--- src/rtl/pwm_cmp_pkg.sv ---
package pwm_cmp_pkg;

   typedef enum logic [1:0] {
      REG_CTRL   = 2'd0,
      REG_HPT    = 2'd1,
      REG_DUTY   = 2'd2,
      REG_OVFLIM = 2'd3
   } reg_addr_e;

   // control word bit positions
   localparam int CB_OUT_EN  = 0;
   localparam int CB_IDLE    = 1;
   localparam int CB_OVF_EN  = 2;
   localparam int CB_DSTART  = 3;
   localparam int CB_SEL_LO  = 4;
   localparam int CB_SEL_MAX = 4;
   localparam int CB_UPD     = 8;
   localparam int CB_OVF_CLR = 9;
   localparam int CB_TOP     = 10;

endpackage

--- src/rtl/pwm_cfg_regs.sv ---
module pwm_cfg_regs
   import pwm_cmp_pkg::*;
#(
   parameter int CNT_W  = 20,
   parameter int DUTY_W = 25,
   parameter int SEL_W  = 2,
   parameter int OVF_W  = 10
) (
   input  logic              clk,
   input  logic              rst_n,
   input  logic              wr_en,
   input  logic [1:0]        wr_addr,
   input  logic [DUTY_W-1:0] wr_data,
   input  logic              sel_ovf,
   output logic              act_out_en,
   output logic [SEL_W-1:0]  act_sel,
   output logic [CNT_W-1:0]  act_hpt,
   output logic [DUTY_W-1:0] act_duty,
   output logic              act_ovf_en,
   output logic              idle_lvl,
   output logic [OVF_W-1:0]  ovf_lim,
   output logic              ovf_clr,
   output logic              apply,
   output logic              start_low
);

   logic              sh_out_en, sh_ovf_en, sh_dstart, pend_q;
   logic [SEL_W-1:0]  sh_sel;
   logic [CNT_W-1:0]  sh_hpt;
   logic [DUTY_W-1:0] sh_duty;
   logic              wr_ctrl, wr_hpt, wr_duty, wr_lim;

   assign wr_ctrl   = wr_en && (wr_addr == REG_CTRL);
   assign wr_hpt    = wr_en && (wr_addr == REG_HPT);
   assign wr_duty   = wr_en && (wr_addr == REG_DUTY);
   assign wr_lim    = wr_en && (wr_addr == REG_OVFLIM);

   assign apply     = pend_q && sel_ovf;
   assign start_low = apply && sh_out_en && !act_out_en;
   assign ovf_clr   = wr_ctrl && wr_data[CB_OVF_CLR];

   always_ff @(posedge clk or negedge rst_n) begin
      if (!rst_n) begin
         sh_out_en  <= 1'b0;
         sh_ovf_en  <= 1'b0;
         sh_dstart  <= 1'b0;
         sh_sel     <= '0;
         sh_hpt     <= '0;
         sh_duty    <= '0;
         pend_q     <= 1'b0;
         idle_lvl   <= 1'b0;
         ovf_lim    <= '0;
         act_out_en <= 1'b0;
         act_sel    <= '0;
         act_hpt    <= '0;
         act_duty   <= '0;
         act_ovf_en <= 1'b0;
      end else begin
         if (apply) begin
            act_out_en <= sh_out_en;
            act_sel    <= sh_sel;
            act_hpt    <= sh_hpt;
            act_ovf_en <= sh_ovf_en;
            if (sh_dstart) begin
               act_duty <= sh_duty;
            end
            pend_q <= 1'b0;
         end
         if (wr_ctrl) begin
            sh_out_en <= wr_data[CB_OUT_EN];
            idle_lvl  <= wr_data[CB_IDLE];
            sh_ovf_en <= wr_data[CB_OVF_EN];
            sh_dstart <= wr_data[CB_DSTART];
            sh_sel    <= wr_data[CB_SEL_LO +: SEL_W];
            if (wr_data[CB_UPD]) begin
               pend_q <= 1'b1;
            end
         end
         if (wr_hpt) begin
            sh_hpt <= wr_data[CNT_W-1:0];
         end
         if (wr_duty) begin
            sh_duty <= wr_data;
         end
         if (wr_lim) begin
            ovf_lim <= wr_data[OVF_W-1:0];
         end
      end
   end

endmodule

--- src/rtl/pwm_tmr_mux.sv ---
module pwm_tmr_mux #(
   parameter int NUM_TMR = 4,
   parameter int CNT_W   = 20,
   parameter int SEL_W   = 2
) (
   input  logic [NUM_TMR*CNT_W-1:0] cnt_bus,
   input  logic [NUM_TMR-1:0]       ovf_bus,
   input  logic [SEL_W-1:0]         sel,
   output logic [CNT_W-1:0]         cnt,
   output logic                     ovf
);

   generate
      if (NUM_TMR == 1) begin : g_single
         assign cnt = cnt_bus;
         assign ovf = ovf_bus[0];
      end else begin : g_multi
         logic [CNT_W-1:0] lane [NUM_TMR];
         for (genvar i = 0; i < NUM_TMR; i++) begin : g_lane
            assign lane[i] = cnt_bus[i*CNT_W +: CNT_W];
         end
         always_comb begin
            cnt = '0;
            ovf = 1'b0;
            for (int i = 0; i < NUM_TMR; i++) begin
               if (sel == SEL_W'(i)) begin
                  cnt = lane[i];
                  ovf = ovf_bus[i];
               end
            end
         end
      end
   endgenerate

endmodule

--- src/rtl/pwm_wave_gen.sv ---
module pwm_wave_gen #(
   parameter int CNT_W  = 20,
   parameter int DUTY_W = 25,
   parameter int FRAC_W = 4
) (
   input  logic              clk,
   input  logic              rst_n,
   input  logic [CNT_W-1:0]  cnt,
   input  logic              ovf,
   input  logic              out_en,
   input  logic              idle_lvl,
   input  logic              start_low,
   input  logic [CNT_W-1:0]  hpt,
   input  logic [DUTY_W-1:0] duty,
   output logic              pwm
);

   localparam int DINT_W = DUTY_W - FRAC_W;
   localparam int LP_W   = DINT_W + 2;

   logic            extra;
   logic [LP_W-1:0] span, lpt;
   logic            hit_h, hit_l;

   generate
      if (FRAC_W > 0) begin : g_dither
         logic [FRAC_W-1:0] acc_q;
         logic              extra_q;
         logic [FRAC_W:0]   sum;
         assign sum = {1'b0, acc_q} + {1'b0, duty[FRAC_W-1:0]};
         always_ff @(posedge clk or negedge rst_n) begin
            if (!rst_n) begin
               acc_q   <= '0;
               extra_q <= 1'b0;
            end else if (ovf) begin
               acc_q   <= sum[FRAC_W-1:0];
               extra_q <= sum[FRAC_W];
            end
         end
         assign extra = extra_q;
      end else begin : g_plain
         assign extra = 1'b0;
      end
   endgenerate

   assign span  = LP_W'(duty[DUTY_W-1:FRAC_W]) + LP_W'(extra);
   assign lpt   = LP_W'(hpt) + span;
   assign hit_h = (cnt == hpt);
   assign hit_l = (LP_W'(cnt) == lpt);

   always_ff @(posedge clk or negedge rst_n) begin
      if (!rst_n) begin
         pwm <= 1'b0;
      end else if (start_low) begin
         pwm <= 1'b0;
      end else if (!out_en) begin
         pwm <= idle_lvl;
      end else if (hit_l) begin
         pwm <= 1'b0;
      end else if (hit_h) begin
         pwm <= 1'b1;
      end
   end

endmodule

--- src/rtl/pwm_ovf_counter.sv ---
module pwm_ovf_counter #(
   parameter int OVF_W = 10
) (
   input  logic             clk,
   input  logic             rst_n,
   input  logic             en,
   input  logic             ovf,
   input  logic             clr,
   input  logic [OVF_W-1:0] limit,
   output logic             irq
);

   logic [OVF_W-1:0] tally_q;
   logic             reach;

   assign reach = (tally_q >= limit);

   always_ff @(posedge clk or negedge rst_n) begin
      if (!rst_n) begin
         tally_q <= '0;
         irq     <= 1'b0;
      end else begin
         irq <= !clr && en && ovf && reach;
         if (clr) begin
            tally_q <= '0;
         end else if (en && ovf) begin
            tally_q <= reach ? '0 : tally_q + 1'b1;
         end
      end
   end

endmodule

--- src/rtl/pwm_chan_cmp.sv ---
module pwm_chan_cmp
   import pwm_cmp_pkg::*;
#(
   parameter int NUM_TMR = 4,
   parameter int CNT_W   = 20,
   parameter int FRAC_W  = 4,
   parameter int DUTY_W  = 25,
   parameter int OVF_W   = 10
) (
   input  logic                     clk,
   input  logic                     rst_n,
   input  logic [NUM_TMR*CNT_W-1:0] tmr_cnt_i,
   input  logic [NUM_TMR-1:0]       tmr_ovf_i,
   input  logic                     wr_en_i,
   input  logic [1:0]               wr_addr_i,
   input  logic [DUTY_W-1:0]        wr_data_i,
   output logic                     pwm_o,
   output logic                     irq_o,
   output logic [DUTY_W-1:0]        duty_now_o
);

   localparam int SEL_W = (NUM_TMR > 1) ? $clog2(NUM_TMR) : 1;

   generate
      if (NUM_TMR < 1 || SEL_W > CB_SEL_MAX) begin : g_bad_tmr
         $error("pwm_chan_cmp: NUM_TMR out of range");
      end
      if (DUTY_W - FRAC_W < CNT_W) begin : g_bad_duty
         $error("pwm_chan_cmp: integer duty narrower than timer count");
      end
      if (DUTY_W < CB_TOP || OVF_W > DUTY_W || FRAC_W < 0) begin : g_bad_word
         $error("pwm_chan_cmp: write word too narrow for fields");
      end
   endgenerate

   logic              act_out_en, act_ovf_en, idle_lvl;
   logic              ovf_clr, apply, start_low;
   logic [SEL_W-1:0]  act_sel;
   logic [CNT_W-1:0]  act_hpt, sel_cnt;
   logic [DUTY_W-1:0] act_duty;
   logic [OVF_W-1:0]  ovf_lim;
   logic              sel_ovf;

   pwm_cfg_regs #(
      .CNT_W (CNT_W),
      .DUTY_W(DUTY_W),
      .SEL_W (SEL_W),
      .OVF_W (OVF_W)
   ) i_cfg (
      .clk       (clk),
      .rst_n     (rst_n),
      .wr_en     (wr_en_i),
      .wr_addr   (wr_addr_i),
      .wr_data   (wr_data_i),
      .sel_ovf   (sel_ovf),
      .act_out_en(act_out_en),
      .act_sel   (act_sel),
      .act_hpt   (act_hpt),
      .act_duty  (act_duty),
      .act_ovf_en(act_ovf_en),
      .idle_lvl  (idle_lvl),
      .ovf_lim   (ovf_lim),
      .ovf_clr   (ovf_clr),
      .apply     (apply),
      .start_low (start_low)
   );

   pwm_tmr_mux #(
      .NUM_TMR(NUM_TMR),
      .CNT_W  (CNT_W),
      .SEL_W  (SEL_W)
   ) i_mux (
      .cnt_bus(tmr_cnt_i),
      .ovf_bus(tmr_ovf_i),
      .sel    (act_sel),
      .cnt    (sel_cnt),
      .ovf    (sel_ovf)
   );

   pwm_wave_gen #(
      .CNT_W (CNT_W),
      .DUTY_W(DUTY_W),
      .FRAC_W(FRAC_W)
   ) i_wave (
      .clk      (clk),
      .rst_n    (rst_n),
      .cnt      (sel_cnt),
      .ovf      (sel_ovf),
      .out_en   (act_out_en),
      .idle_lvl (idle_lvl),
      .start_low(start_low),
      .hpt      (act_hpt),
      .duty     (act_duty),
      .pwm      (pwm_o)
   );

   pwm_ovf_counter #(
      .OVF_W(OVF_W)
   ) i_ovf (
      .clk  (clk),
      .rst_n(rst_n),
      .en   (act_ovf_en),
      .ovf  (sel_ovf),
      .clr  (ovf_clr),
      .limit(ovf_lim),
      .irq  (irq_o)
   );

   assign duty_now_o = act_duty;

endmodule

--- config.mk ---
export PLATFORM = sky130hd
export DESIGN_NAME = pwm_chan_cmp
export DESIGN_NICKNAME = d
export VERILOG_FILES = /design/src/rtl/pwm_cmp_pkg.sv /design/src/rtl/pwm_cfg_regs.sv /design/src/rtl/pwm_tmr_mux.sv /design/src/rtl/pwm_wave_gen.sv /design/src/rtl/pwm_ovf_counter.sv /design/src/rtl/pwm_chan_cmp.sv
export SDC_FILE = /design/constraint.sdc
export NUM_CORES = 1
export LEC_CHECK = 0
export BUFFER_PORTS_ARGS = -buffer_cell sky130_fd_sc_hd__clkbuf_2
export CORE_UTILIZATION = 39
export CTS_CLUSTER_DIAMETER = 60
export DETAILED_ROUTE_END_ITERATION = 10
export PLACE_DENSITY_LB_ADDON = 0.05
export SYNTH_ARGS = -nofsm -noshare
export SYNTH_HDL_FRONTEND = slang
export SYNTH_HIERARCHICAL = 1
export SYNTH_SLANG_ARGS = --single-unit
--- constraint.sdc ---
create_clock -name clk -period 8.24 [get_ports clk]
set_input_delay 0.412 -clock clk [delete_from_list [all_inputs] [get_ports clk]]
set_output_delay 0.412 -clock clk [all_outputs]
set_load 0.005 [all_outputs]
# Word-level counts from Yosys, hierarchy flattened

Index checks and enable logic that the tools add are counted.
Widths: inputs -> output; s select.

Add/sub/neg operators: 4
Magnitude comparators: 1
Equality and inequality tests: 9
Muxes and demuxes: 18
Reduce and logical (&&, ||, !) cells: 18

Operators with widths:

| cell                  | count |
|---|---|
| $mux 20               | 4 |
| $mux 10               | 3 |
| $add 20x23->23        | 1 |
| $eq 20x23->1          | 1 |
| $add 21x1->22         | 1 |
| $eq 20x20->1          | 1 |
| $logic_and 1x1->1     | 12 |
| $mux 1                | 11 |
| $add 10x1->10 const B | 1 |
| $ge 10x10->1          | 1 |
| $eq 2x2->1 const B    | 4 |
| $add 4x4->5           | 1 |
| $eq 2x1->1 const B    | 2 |
| $logic_not 2->1       | 2 |
| $ne 4x2->1 const B    | 1 |
| $logic_not 1->1       | 2 |
| $reduce_and 2->1      | 1 |
| $reduce_bool 2->1     | 1 |

Register bits: 128
Input port bits: 114
Output and inout port bits: 27
Word-level logic and storage cells: 69

# Depth between registers and ports, before layout

Depth in word-level cells: 10
Mapped depth: 13
Gate-level depth less buffers: 12

# Hierarchy

Netlist, hierarchy kept.

Modules (own cells, without submodules):

| module          | instances | cells each | area each (µm²) | sequential area each (µm²) |
|---|---|---|---|---|
| pwm_cfg_regs    | 1         | 240        | 4252.8          | 2777.7 |
| pwm_wave_gen    | 1         | 270        | 2080.7          | 150.1 |
| pwm_ovf_counter | 1         | 91         | 864.6           | 275.3 |
| pwm_tmr_mux     | 1         | 25         | 509.2           | 0.0 |

# Worst setup path before layout

OpenSTA, ideal clock, no wires.

Path kind: register to register
Start point: register i_cfg.act_sel[0]
End point: register i_wave.pwm
Library setup time: 0.125 ns
Data arrival time: 3.030 ns
Required time: 8.115 ns
Setup slack: 5.085 ns
Stages on the path, launching flop included: 14
Buffers on the path: 2
Clock period less this slack: 3.155 ns
Cell sequence: dfrtp_1 -> buf_6 -> mux4_2 -> nand2_2 -> buf_2 -> nor3b_1 -> nor3b_1 -> a2111oi_0 -> o2111ai_1 -> a2111oi_0 -> o2111a_1 -> nand4_1 -> nor4_1 -> nor2_1

Longest elaborated chain between the ends: 9
Elaborated cells between the ends (all ways): 21
Those cells by class: eq/ne (6); mux (11); reduce/logical (4)

RTL lines:

| element                                                      | line               | source |
|---|---|---|
| start, declared                                              | pwm_cfg_regs.sv:16 | `output logic [SEL_W-1:0] act_sel,` |
| start signal, assigned                                       | pwm_cfg_regs.sv:61 | `act_sel <= sh_sel;` |
| $logic_not 2->1                                              | pwm_tmr_mux.sv:26  | `if (sel == SEL_W'(i)) begin` |
| $mux 1 (3 in series)                                         | pwm_tmr_mux.sv:26  |  |
| $mux 1 (*)                                                   | pwm_tmr_mux.sv:26  |  |
| via sel_ovf                                                  | pwm_chan_cmp.sv:42 | `logic sel_ovf;` |
| $logic_and 1x1->1 (*)                                        | pwm_cfg_regs.sv:38 | `assign apply = pend_q && sel_ovf;` |
| $logic_and 1x1->1 (*) (2 in series)                          | pwm_cfg_regs.sv:39 | `assign start_low = apply && sh_out_en && !act_out_en;` |
| via start_low                                                | pwm_chan_cmp.sv:37 | `logic ovf_clr, apply, start_low;` |
| $ne 4x2->1 (no source line) / $mux 1 (equally long branches) | n/a                |  |
| end signal, assigned                                         | pwm_wave_gen.sv:57 | `pwm <= idle_lvl;` |
| end, declared                                                | pwm_wave_gen.sv:15 | `output logic pwm` |

Mark *: on every way through the listed nets, which the timed path passes. The rest lies on a longest branch.
A chain may end at the register's enable or synchronous reset.

# Final worst setup path

Start point: register i_cfg.act_sel[1]
End point: register i_wave.pwm

Same word-level chain as after synthesis.

==> results.yml <==
grt:
  grt.overflow.total: 0
  groute.layer.met1.usage: 0.289
  number_of_global_route_vias_before_repair: 5738
  use_met3: 0.0336
  grt_util_all_layers: 0.229
  first_pass_grt_wire_length_mm: 33.9
  grt_start_max_net_pins: 69
  top_usage_layer: "met2"
  met2_usage: 0.404
  grt_antenna_before_repair: 0
floorplanning:
  die_y_um: 143
  floorplan.die_area_um2: 20300
  initial_core_util: 0.397
  num_rows: 51
  io-pin-count: 141
  die_w_um: 143
  coreArea_um2: 19400
place:
  place_area_um2: 8630
  port_buffers: 140
  globalplace.congestion: 0.910
  post-dp-hpwl_mm: 17.6
pwr:
  total_switching_power_w: 0.00162
  seqPwrFrac: 0.280
  int_pwr_w: 0.00220
  ratio_of_total_power_to_cell_area_nw_per_um2: 414
  static-leakage-power_nw: 4.28
  p_clk_frac: 0.192
  power.ir.vdd_worst_mv: 0.182
  pwr-share-comb: 0.528
  power.switching_fraction: 0.424
yosys:
  mappedNetlistArea_um2: 7700
  postSynthNetCount: 776
  post_synthesis_cell_count: 625
  synth.yosys.warnings: 6
  synth.avg_cell_area_um2: 12.3
clock_tree:
  clock_sink_count: 128
  cts.reportedPaths.clkPinSlew_ps: 60
  post-cts-setup-buffer-count: 0
  cts_max_level: 4
  clk_latency_ps: 410
  tritoncts_clock_tree: "yes"
  clock-root-buffer: "clkbuf_16"
  cts_buffers: 17
  cts_buffer_depth: 2
drt:
  number_of_vias_after_detailed_routing: 5657
  antenna_nets_post_route: 0
  avgRoutedWirePerCell_um: 21.3
  dr.first_iter.drc_count: 339
  route.detailed.vias_per_inst: 5.42
  drt_first_pass_iters: 4
  drc_errors: 0
  wl_mm: 22.2
worst_setup_path:
  timing_worst_setup_path_type: "reg -> reg"
  critical_path_arrival_ps: 4840
  critPathTopFamily: "simple AND/OR/NAND/NOR gates"
  cp.buffers_inverters: 0
  setup.worst_path.start_class: "flip-flop"
  worst_setup_path_startpoint: "i_cfg/act_sel[1]"
  crit_chain: "mux4_2 > nand2_2 > nor3b_1 > nor3b_1 > a2111oi_0 > o2111ai_1 > a2111oi_0 > o2111a_1 > nand4_1 > nor4_1 > nor2_1"
  critical_path_required_ps: 8540
  crit_path_end_kind: "flip-flop"
  r2r-start: "i_cfg/act_sel[1]"
  critical_path.slowest_cell: "dfrtp_1"
  critical_path_peak_fanout: 25
  worst-r2r-setup-slack_ps: 3690
  max_stage_delay_ps: 1000
cells_and_area:
  fin_area_um2: 9220
  area_delta_synth_final_pct: 19.6
  finish.net_count: 918
  multiInputGateArea_um2: 4280
  fillerInstances: 1839
  seq_area_um2: 3200
  n_antenna_cell: 0
  final_core_utilization: 0.475
  layout-drive-gt1-share: 0.422
min_path:
  hold_path.startpoint: "wr_data_i[23]"
  hold_path_class: "in -> reg"
timing:
  final_hold_viol_count: 0
  max_clock_freq_mhz: 220
  worst_slew_margin_rel: 0.242
  slew_violations: 0
  hold_slack_ps: 236
  setup_tns_ps: 0
  setup_violations: 0
  finalCritPeriodShare: 0.552
  finalClockSkew_ps: 10.4
  max_slew.worst_pin.slew_ps: 1130
  grt_setup_unrepaired: "false"
  timing.final.crit_period_ps: 4550
run_status:
  outcome: "finished, final reports clean"
flow_run:
  cap_violations: 0
[area by class of cell]
type | count | area share
clock buffers | 18 | 0.0477
clock inverters | 13 | 0.0151
inverters | 24 | 0.00978
multi-input cells | 452 | 0.464
flip-flops and latches | 128 | 0.348
well taps | 265 | 0.0360
repair buffers | 144 | 0.0798
[cells in the final DEF, fill, tap and decap left out, types with 3 or more instances in the layout]
cell	count
a2111oi_0	5
a211o_1	3
a21o_1	8
a21oi_1	30
a22o_1	5
a31oi_1	3
and2_1	3
and3_1	4
buf_4	4
clkbuf_16	17
clkbuf_2	139
clkinv_2	4
clkinv_4	4
dfrtp_1	128
fa_1	3
ha_1	34
inv_1	24
mux2_2	95
mux2_4	20
mux2i_1	3
mux4_2	20
nand2_1	23
nand2b_1	9
nand3_1	7
nand4_1	12
nor2_1	13
nor2b_1	5
nor3_1	7
nor4_1	9
o21a_1	4
o21ai_0	15
o21ai_1	7
o22a_1	6
or2_2	3
xnor2_1	28
xor2_1	20
[sequential cells by signal, summed over array words and instances, names as in the netlist]
name                   count
i_cfg/act_duty            25
i_cfg/act_hpt             20
i_cfg/act_out_en           1
i_cfg/act_ovf_en           1
i_cfg/act_sel              2
i_cfg/idle_lvl             1
i_cfg/ovf_lim             10
i_cfg/pend_q               1
i_cfg/sh_dstart            1
i_cfg/sh_duty             25
i_cfg/sh_hpt              20
i_cfg/sh_out_en            1
i_cfg/sh_ovf_en            1
i_cfg/sh_sel               2
i_ovf/irq                  1
i_ovf/tally_q             10
i_wave/extra               1
i_wave/g_dither.acc_q      4
i_wave/pwm                 1
[final timing paths]
check                           cells past startpoint                end
worst max-delay path                               11         i_wave/pwm
min in group asynchronous                           2  i_cfg/sh_duty[21]
worst max register to register                     11         i_wave/pwm
worst min-delay path                                2  i_cfg/sh_duty[23]
worst min register to register                      1   i_cfg/act_hpt[7]
max in group asynchronous                           4   i_cfg/ovf_lim[0]
[stage by stage]
step	setup slack [ps]	instances	total power [W]
after floorplan	5090	625	0.00244
after global placement	3840	1012	0.00307
after detailed placement	3650	1012	0.00308
after CTS	3610	1044	0.00383
after global routing	3250	1044	0.00406
final	3690	1044	0.00381
[power groups by stage]
stage                     sequential (W)  combinational (W)  clock [W]
after floorplan                 0.000969            0.00147          0
after global placement           0.00108            0.00200          0
after detailed placement         0.00109            0.00199          0
after CTS                        0.00108            0.00201   0.000751
after global routing             0.00110            0.00219   0.000776
final                            0.00107            0.00201   0.000732
[routing by layer]
metal / share of wire / vias up / wire, um
li1: - / 2635 / -
met1: 0.43 / 2854 / 9630
met2: 0.52 / 145 / 11500
met3: 0.033 / 23 / 733
met4: 0.018 / 0 / 395
met5: 0 / - / 0
[repair_timing]
item | 4_1_cts | 5_1_grt
endpoints found under the hold margin | 15 | 0
hold buffers | 1 | 0
resized for setup | 0 | 0
No activity file was read; power rests on OpenSTA's default activity.
